[config.mk]
export PLATFORM = sky130hd
export DESIGN_NAME = hiccup_gate
export DESIGN_NICKNAME = d
export VERILOG_FILES = /design/src/rtl/hiccup_pkg.sv /design/src/rtl/fault_or.sv /design/src/rtl/slot_seq.sv /design/src/rtl/clean_timer.sv /design/src/rtl/hiccup_gate.sv
export SDC_FILE = /design/constraint.sdc
export NUM_CORES = 1
export LEC_CHECK = 0
export BUFFER_PORTS_ARGS = -buffer_cell sky130_fd_sc_hd__buf_2
export CAP_MARGIN = 15
export CORE_MARGIN = 4
export CORE_UTILIZATION = 44
export CTS_CLUSTER_SIZE = 16
export DETAILED_ROUTE_END_ITERATION = 8
export GPL_TIMING_DRIVEN = 0
export PLACE_DENSITY = 0.63
export SYNTH_ARGS = -nofsm -noshare
export SYNTH_HDL_FRONTEND = slang
export SYNTH_HIERARCHICAL = 1
export SYNTH_SLANG_ARGS = --single-unit
[constraint.sdc]
create_clock -name clk -period 3 [get_ports clk]
set_input_delay 0.6 -clock clk [delete_from_list [all_inputs] [get_ports clk]]
set_output_delay 0.6 -clock clk [all_outputs]
set_load 0.03 [all_outputs]
[src/rtl/hiccup_pkg.sv]
package hiccup_pkg;
  // Default policy: grant the first ALLOW slots of every PERIOD-slot round.
  localparam int unsigned DEF_PERIOD = 8;
  localparam int unsigned DEF_ALLOW  = 2;
  localparam int unsigned DEF_CLEAN  = 1000;
  localparam int unsigned DEF_NFLT   = 2;

  typedef enum logic [1:0] {
    WIN_IDLE = 2'd0,
    WIN_RUN  = 2'd1
  } win_state_t;
endpackage

[src/rtl/fault_or.sv]
module fault_or #(
  parameter int unsigned N = 2
) (
  input  logic [N-1:0] flt,
  output logic         any
);
  logic [N:0] chain;
  assign chain[0] = 1'b0;
  for (genvar i = 0; i < N; i++) begin : g_or
    assign chain[i+1] = chain[i] | flt[i];
  end
  assign any = chain[N];
endmodule

[src/rtl/slot_seq.sv]
module slot_seq #(
  parameter int unsigned PERIOD = 8,
  parameter int unsigned ALLOW  = 2
) (
  input  logic clk,
  input  logic rst,
  input  logic start,
  input  logic fault_any,
  input  logic clean,
  input  logic bypass,
  output logic active,
  output logic grant
);
  localparam int unsigned CW = (PERIOD > 1) ? $clog2(PERIOD) : 1;
  localparam logic [CW-1:0] LAST_SLOT = CW'(PERIOD - 1);
  localparam logic [CW-1:0] ALLOW_W   = CW'(ALLOW);

  logic          active_q;
  logic [CW-1:0] slot_q;

  // Grant for an attempt that starts this cycle.
  assign grant  = bypass | ~active_q | (slot_q < ALLOW_W);
  assign active = active_q;

  always_ff @(posedge clk) begin
    if (rst) begin
      active_q <= 1'b0;
      slot_q   <= '0;
    end else if (bypass) begin
      active_q <= 1'b0;
      slot_q   <= '0;
    end else if (fault_any) begin
      if (!active_q) begin
        active_q <= 1'b1;
        slot_q   <= '0;
      end else if (start) begin
        slot_q <= (slot_q == LAST_SLOT) ? '0 : slot_q + 1'b1;
      end
    end else if (clean) begin
      active_q <= 1'b0;
      slot_q   <= '0;
    end else if (start && active_q) begin
      slot_q <= (slot_q == LAST_SLOT) ? '0 : slot_q + 1'b1;
    end
  end
endmodule

[src/rtl/clean_timer.sv]
module clean_timer
  import hiccup_pkg::*;
#(
  parameter int unsigned CLEAN_CYCLES = 1000
) (
  input  logic clk,
  input  logic rst,
  input  logic start,
  input  logic fault_any,
  input  logic ss_done,
  input  logic permit,
  output logic clean
);
  localparam int unsigned TW = $clog2(CLEAN_CYCLES + 1);
  localparam logic [TW-1:0] LAST = TW'(CLEAN_CYCLES - 1);

  win_state_t     st_q;
  logic [TW-1:0]  cnt_q;

  assign clean = (st_q == WIN_RUN) && (cnt_q == LAST) && !fault_any && !start;

  always_ff @(posedge clk) begin
    if (rst) begin
      st_q  <= WIN_IDLE;
      cnt_q <= '0;
    end else if (fault_any || start) begin
      st_q  <= WIN_IDLE;
      cnt_q <= '0;
    end else if (clean) begin
      st_q  <= WIN_IDLE;
      cnt_q <= '0;
    end else if (ss_done && permit) begin
      st_q  <= WIN_RUN;
      cnt_q <= '0;
    end else if (st_q == WIN_RUN) begin
      cnt_q <= cnt_q + 1'b1;
    end
  end
endmodule

[src/rtl/hiccup_gate.sv]
module hiccup_gate
  import hiccup_pkg::*;
#(
  parameter int unsigned PERIOD       = DEF_PERIOD,
  parameter int unsigned ALLOW        = DEF_ALLOW,
  parameter int unsigned CLEAN_CYCLES = DEF_CLEAN,
  parameter int unsigned NUM_FLT      = DEF_NFLT
) (
  input  logic               clk,
  input  logic               rst,
  input  logic               start_evt,
  input  logic [NUM_FLT-1:0] fault_in,
  input  logic               ss_done,
  input  logic               bypass,
  output logic               permit,
  output logic               pattern_active
);
  logic fault_any;
  logic grant;
  logic clean;
  logic permit_q;

  fault_or #(.N(NUM_FLT)) u_for (
    .flt (fault_in),
    .any (fault_any)
  );

  slot_seq #(.PERIOD(PERIOD), .ALLOW(ALLOW)) u_seq (
    .clk       (clk),
    .rst       (rst),
    .start     (start_evt),
    .fault_any (fault_any),
    .clean     (clean),
    .bypass    (bypass),
    .active    (pattern_active),
    .grant     (grant)
  );

  clean_timer #(.CLEAN_CYCLES(CLEAN_CYCLES)) u_tmr (
    .clk       (clk),
    .rst       (rst),
    .start     (start_evt),
    .fault_any (fault_any),
    .ss_done   (ss_done),
    .permit    (permit_q),
    .clean     (clean)
  );

  // Grant is latched at each start and held for the attempt.
  always_ff @(posedge clk) begin
    if (rst)            permit_q <= 1'b0;
    else if (start_evt) permit_q <= grant;
  end

  assign permit = permit_q;
endmodule

==> results of run 1 <==
-- sequential cells by signal, indices dropped and copies added (netlist names) --
| register | count |
|---|---|
| u_seq/active | 1 |
| u_tmr/st_q | 1 |
| u_seq/slot_q | 3 |
| u_tmr/cnt_q | 10 |
| permit | 1 |
-- worst max path at each step --
| stage | startpoint | endpoint | slack (ns) |
|---|---|---|---|
| after global placement | fault_in[1] | u_seq/slot_q[2] | 0.71 |
| final | fault_in[1] | u_seq/slot_q[1] | 0.99 |
| after CTS | fault_in[1] | u_seq/slot_q[1] | 1.0 |
| after global routing | fault_in[1] | u_seq/slot_q[1] | 0.91 |
| after detailed placement | fault_in[1] | u_seq/slot_q[1] | 0.69 |
| after floorplan | fault_in[1] | u_seq/slot_q[1] | 0.92 |
-- layout by cell type, fill, tap and decap left out, drive strengths merged, types with 2 or more instances in the layout --
| cell type | synthesis | final |
|---|---|---|
| a211oi | 5 | 5 |
| a21bo | 3 | 3 |
| a21oi | 2 | 2 |
| a221oi | 3 | 3 |
| buf | 3 | 11 |
| clkbuf | 1 | 4 |
| dfxtp | 16 | 16 |
| ha | 3 | 3 |
| inv | 2 | 2 |
| mux2i | 2 | 2 |
| nand2 | 4 | 4 |
| nand2b | 2 | 2 |
| nand3 | 4 | 4 |
| nand4 | 3 | 3 |
| nor2 | 2 | 2 |
| nor3 | 5 | 5 |
| o21ai | 2 | 2 |
| o31ai | 3 | 3 |
| or2 | 3 | 3 |
| or3 | 2 | 2 |
| or4 | 4 | 4 |
| xor2 | 3 | 3 |
-- kinds of logic (layout without fill, tap and decap cells) --
family | after synthesis | count (layout) | synth area share [%]
buf+inv | 6 | 17 | 4.818
fa+ha+maj | 3 | 3 | 4.380
flops | 16 | 16 | 37.37
compound gates | 20 | 20 | 19.42
mux | 2 | 2 | 2.336
simple gates | 33 | 33 | 27.59
xor+xnor | 4 | 4 | 4.088
-- synth_stat cells, types with 3 or more instances --
cell,n
or4_1,4
nand2_1,4
nor3_1,5
dfxtp_1,16
xor2_1,3
o31ai_1,3
a211oi_1,4
ha_1,3
nand3_1,3
-- stage by stage --
stage | instance area, um2 | power [W]
floorplan | 857.1 | 0.0002361
detailed placement | 928.4 | 0.0002465
global route | 950.9 | 0.0003663
finish | 950.9 | 0.0003491
global placement | 928.4 | 0.0002461
CTS | 950.9 | 0.0003564
-- report_power, final --
group / internal, W / switching, W / total (W)
Clock: 0.0000464 / 0.0000611 / 0.000107
Sequential: 0.000214 / 0.00000140 / 0.000216
Combinational: 0.0000100 / 0.0000160 / 0.0000261
Total: 0.000271 / 0.0000785 / 0.000349
-- tightest hold or removal path, stage by stage, from the launching register on --
cell      delay (ns)
dfxtp_1         0.33
o31ai_1         0.07
a211oi_1        0.06
-- routing by layer --
metal  vias up  GRT usage, %
li1        350             -
met1       330         19.06
met2         5         21.34
met3         2         4.011
met4         0         5.106
met5         -             0
-- final cells by class --
cell class                      instances  area, um2  share of cell area [%]
Tap cell                               25      31.28                   3.289
Timing Repair Buffer                    8      40.04                   4.211
Inverter                                2      7.507                  0.7895
Clock buffer                            3      22.52                   2.368
Multi-Input combinational cell         62      495.5                   52.11
Buffer                                  4      33.78                   3.553
Sequential cell                        16      320.3                   33.68
==> results.json, run 1 <==
{
  "status": "finished clean",
  "finalHoldViolations": 0,
  "worstMarginPinSlew_ns": 0.4682,
  "leakagePower_nw": 0.3332,
  "numCtsBuffers": 3,
  "clk_pin_slew_ns": 0.09,
  "ctsHoldBuffers": 0,
  "first_pass_iters": 5,
  "cpLargestDelayFamily": "simple AND/OR/NAND/NOR gates",
  "top_layer_used": "met4",
  "netlist_top_cells_area": "dfxtp_1 37%, ha_1 4.4%, a211oi_1 3.5%, or4_1 3.5%, xor2_1 3.1%",
  "final_nets": 107,
  "fp-row-count": 15,
  "die_area_um2": 2718,
  "slowest_stage": "or4b_4",
  "cts_setup_buffers": 0,
  "ys_warn_count": 6,
  "cts_resized": 0,
  "fin_cells": 120,
  "routed_via_density": 5.725,
  "critical-path-max-stage-delay_ns": 0.55,
  "fill_cells": 164,
  "cap_violations": 0,
  "antenna_left": 0,
  "antenna_found_initial": 0,
  "worst_slack_ns": 0.9925,
  "gp_congestion": 0.7353,
  "port_buffers": 8,
  "start_kind": "input port",
  "route.met3.wl_um": 43,
  "dr_wl_met2_um": 720,
  "yosysSeqAreaShare_pct": 37.37,
  "hold_path_end": "u_tmr/cnt_q[9]",
  "hold-worst-slack_ns": 0.5012,
  "critPathKind": "input port to flip-flop",
  "final_util_pct": 53.33,
  "yosysUniqueCellTypes": 37,
  "synth_area_per_cell_um2": 10.20,
  "route.detailed.drc": 0,
  "synth_edf_count": 0,
  "slew_viol_final": 0,
  "finalSetupViolCount": 0,
  "power_density_nw_per_um2": 367.1,
  "post-route-period-util_pct": 66.92,
  "dp_hpwl_um": 1194,
  "fin_tns_setup_ns": 0,
  "netlist_instances": 84,
  "diodes": 0,
  "die_w_um": 52.14,
  "drive_above_1_share_pct": 24.21,
  "cts_tree": "built",
  "clock_latency_ns": 0.27,
  "holdCritStartpoint": "u_tmr/cnt_q[9]",
  "clock_skew_ns": 0.001084,
  "worstPathMaxFanout": 11,
  "pre_cts_slack_ns": 0.6927,
  "die-height_um": 52.14,
  "wl_met1_um": 821,
  "via_count": 687,
  "hold-path-cell-count": 2,
  "reg2regPathDepth": 6,
  "start_util_pct": 48.07,
  "synthFlopType": "dfxtp_1",
  "avgRoutedWirePerCell_um": 13.28,
  "timing.rr.start": "u_tmr/cnt_q[0]",
  "timing.rr.end": "u_seq/slot_q[1]",
  "drt-initial-drc-count": 4,
  "ir_drop_mv": 0.1903,
  "syn2layout_area_growth_pct": 10.95,
  "worstPathArrival_ns": 2.17,
  "routed_wirelength_um": 1594,
  "grt_pass1_wl_um": 2904,
  "fp.coreArea_um2": 1783,
  "path_cells": "buf_2 > or2_1 > or4b_4 > nor4_4 > buf_6 > or2_4 > a221oi_1",
  "rsz0062_at_grt": "false",
  "endpoint_kind": "flip-flop",
  "root_buffer": "clkbuf_4",
  "crit_buf_inv": 2,
  "rrSetupSlack_ns": 1.35,
  "yosys.area.top_type": "dfxtp_1",
  "synthArstFlopShare_pct": 0,
  "grt_pass1_vias": 685,
  "ys_ff_latch": 16,
  "syn-cell-area_um2": 857.1,
  "cts_max_level": 1,
  "synth_top_area_share_pct": 37.37,
  "crit_cells": 7,
  "cts.sinks": 16,
  "pin_count": 9,
  "slew_headroom_pct": 68.79,
  "cts_buffer_depth": 2,
  "clock.fmax_mhz": 498.1,
  "cp.required_ns": 3.16,
  "grt_overflow": 0,
  "syn_nets": 94,
  "hold_class": "flip-flop to flip-flop",
  "grt_max_degree": 12,
  "min_period_ns": 2.008,
  "grt_usage_pct": 14.14,
  "dp.cells": 117
}
No activity file was read; power rests on OpenSTA's default activity.
==> run 2, diff against run 1 <==
ABC_AREA = 1   (was not set)
PLACE_DENSITY = 0.65   (was 0.63)
clock period = 1.7 ns   (was 3 ns; I/O delays follow)
==> run 2 against run 1 <==
Effect of this change: cell count is 47% higher; die area grew 6.8%; first-iteration DRC count rose to 3.8 times the previous value; synthesized cell count up 64%; setup slack lost 0.69 ns; register-to-register slack got worse by 1.0 ns; sequential cell count did not move; count of clock-buffer cells in the layout stayed put; synthesized area rose by 8.0%; via count grew 14%; critical path depth rose by 3; global-route usage shrank 0.60 points; largest cell class unchanged; highest routed layer unchanged.
==> results.json, run 2 <==
{
  "grt_max_degree": 11,
  "synth_top_area_share_pct": 34.59,
  "register_area_um2": 320.3,
  "dp_hpwl_um": 1248,
  "hold_class": "input port to flip-flop",
  "cap_violations": 0,
  "synthArstFlopShare_pct": 0,
  "die-height_um": 53.87,
  "finalSetupViolCount": 0,
  "pin_count": 9,
  "cts_max_level": 1,
  "clock_skew_ns": 0.0004529,
  "worstPathMaxFanout": 3,
  "root_buffer": "clkbuf_4",
  "hold-worst-slack_ns": 0.3202,
  "syn-cell-area_um2": 925.9,
  "path_cells": "ha_1 > nand2_4 > nor2_1 > nand4_1 > nor2_1 > nand2_1 > nand2_1 > nor2_1 > nand2_1 > inv_1",
  "endpoint_kind": "flip-flop",
  "cts_resized": 0,
  "route.detailed.drc": 0,
  "die_w_um": 53.87,
  "grt_pass1_vias": 740,
  "finish.instance_area_um2": 1022,
  "start_util_pct": 46.72,
  "yosys.area.top_type": "dfxtp_1",
  "largest_reg_flops": 10,
  "cts_buffer_depth": 2,
  "yosysMostFrequentCell": "nand2_1",
  "worstPathArrival_ns": 1.59,
  "cts_setup_buffers": 0,
  "ctsHoldBuffers": 0,
  "critical-path-max-stage-delay_ns": 0.42,
  "grt_overflow": 0,
  "diodes": 0,
  "port_buffers": 8,
  "synth_edf_count": 0,
  "ir_drop_mv": 0.4551,
  "post-route-period-util_pct": 82.09,
  "min_period_ns": 1.396,
  "crit_buf_inv": 1,
  "synth_common_cells": "38 x nand2_1, 25 x inv_1, 24 x nor2_1",
  "mostFrequentLayoutCell": "nand2_1",
  "yosysUniqueCellTypes": 19,
  "final_nets": 161,
  "clk_pin_slew_ns": 0.08,
  "placed_cell_area_um2": 999.7,
  "start_kind": "flip-flop",
  "via_count": 783,
  "clock_latency_ns": 0.28,
  "status": "finished clean",
  "slew_viol_final": 0,
  "slowest_stage": "dfxtp_1",
  "ys_ff_latch": 16,
  "worstMarginPinSlew_ns": 0.2330,
  "drive_above_1_share_pct": 14.77,
  "clock.fmax_mhz": 716.6,
  "routed_via_density": 4.449,
  "syn2layout_area_growth_pct": 10.41,
  "ys_warn_count": 6,
  "yosysSeqAreaShare_pct": 34.59,
  "rsz0062_at_grt": "false",
  "fin_tns_setup_ns": 0,
  "p_total_w": 0.0006180,
  "regMostFlops": "u_tmr/cnt_q",
  "cts.sinks": 16,
  "grt_usage_pct": 13.54,
  "leakagePower_nw": 0.4819,
  "antenna_left": 0,
  "slew_headroom_pct": 84.45,
  "syn_nets": 148,
  "multi_input_comb_area_um2": 500.5,
  "critPathKind": "flip-flop to flip-flop",
  "synthFlopType": "dfxtp_1",
  "first_pass_iters": 4,
  "antenna_found_initial": 0,
  "power_density_nw_per_um2": 604.6,
  "cts_tree": "built",
  "cpLargestDelayFamily": "simple AND/OR/NAND/NOR gates",
  "routed_wirelength_um": 1607,
  "die_area_um2": 2902,
  "netlist_top_cells_area": "dfxtp_1 35%, nand2_1 15%, inv_1 10%, nor2_1 9.7%, ha_1 4.1%",
  "cp.required_ns": 1.89,
  "worst_slack_ns": 0.3044,
  "reg_top3": "u_tmr/cnt_q: 10 flops, u_seq/slot_q: 3 flops",
  "synth_area_per_cell_um2": 6.709,
  "gp_congestion": 0.7418,
  "grt_pass1_wl_um": 2773,
  "pre_cts_slack_ns": 0.2958,
  "numCtsBuffers": 3,
  "final_cell_mix": "38 x nand2_1, 25 x inv_1, 24 x nor2_1",
  "finalHoldViolations": 0,
  "fp-row-count": 16,
  "fp.coreArea_um2": 1982,
  "drt-initial-drc-count": 15,
  "fill_cells": 202,
  "avgRoutedWirePerCell_um": 9.131,
  "netlist_instances": 138
}
-- run 2: final timing paths --
path                        from              end  slack [ns]  cells past startpoint
setup / recovery  u_tmr/cnt_q[0]  u_seq/slot_q[0]        0.30                     10
hold reg to reg   u_tmr/cnt_q[1]   u_tmr/cnt_q[1]        0.55                      2
hold / removal           ss_done    u_tmr/st_q[0]        0.32                      3
setup reg to reg  u_tmr/cnt_q[0]  u_seq/slot_q[0]        0.30                     10
-- run 2: per-layer routing --
metal	GRT usage, %	wire length, um	up-vias
li1	-	-	437
met1	13.59	756	329
met2	24.40	749	13
met3	5.817	77	4
met4	5.106	23	0
met5	0	0	-
-- run 2: logic make-up after synthesis --
logic type	count (synthesis)	synth area share (%)
mux	1	1.081
compound gates	4	2.161
flops	16	34.59
buf+inv	26	11.35
xor+xnor	5	4.730
simple gates	83	42.03
fa+ha+maj	3	4.054
-- run 2: worst reg2reg max path: stages, from the launching register on --
cell     delay (ns)
dfxtp_1        0.42
ha_1           0.25
nand2_4        0.09
nor2_1         0.10
nand4_1        0.08
nor2_1         0.10
nand2_1        0.07
nand2_1        0.07
nor2_1         0.05
nand2_1        0.05
inv_1          0.03
-- run 2: metrics by stage --
| stage | std cells | utilization [%] |
|---|---|---|
| final | 176 | 51.58 |
| after global placement | 173 | 50.44 |
| after global routing | 176 | 51.58 |
| after detailed placement | 173 | 50.44 |
| after CTS | 176 | 51.58 |
| after floorplan | 138 | - |
-- run 2: cell type report --
cell class / count / share of cell area (%)
plain buffers: 1 / 1.102
clock buffers: 3 / 2.203
inverters: 25 / 9.180
multi-input cells: 96 / 48.96
flip-flops and latches: 16 / 31.33
well taps: 27 / 3.305
repair buffers: 8 / 3.917
-- run 2: power breakdown --
| group | switching [W] | total (W) | leakage [nW] | internal, W |
|---|---|---|---|---|
| registers | 0.00000362 | 0.000382 | 0.129 | 0.000378 |
| clock network | 0.000112 | 0.000194 | 0.0138 | 0.0000823 |
| logic | 0.0000273 | 0.0000425 | 0.339 | 0.0000152 |
| total | 0.000143 | 0.000618 | 0.482 | 0.000475 |
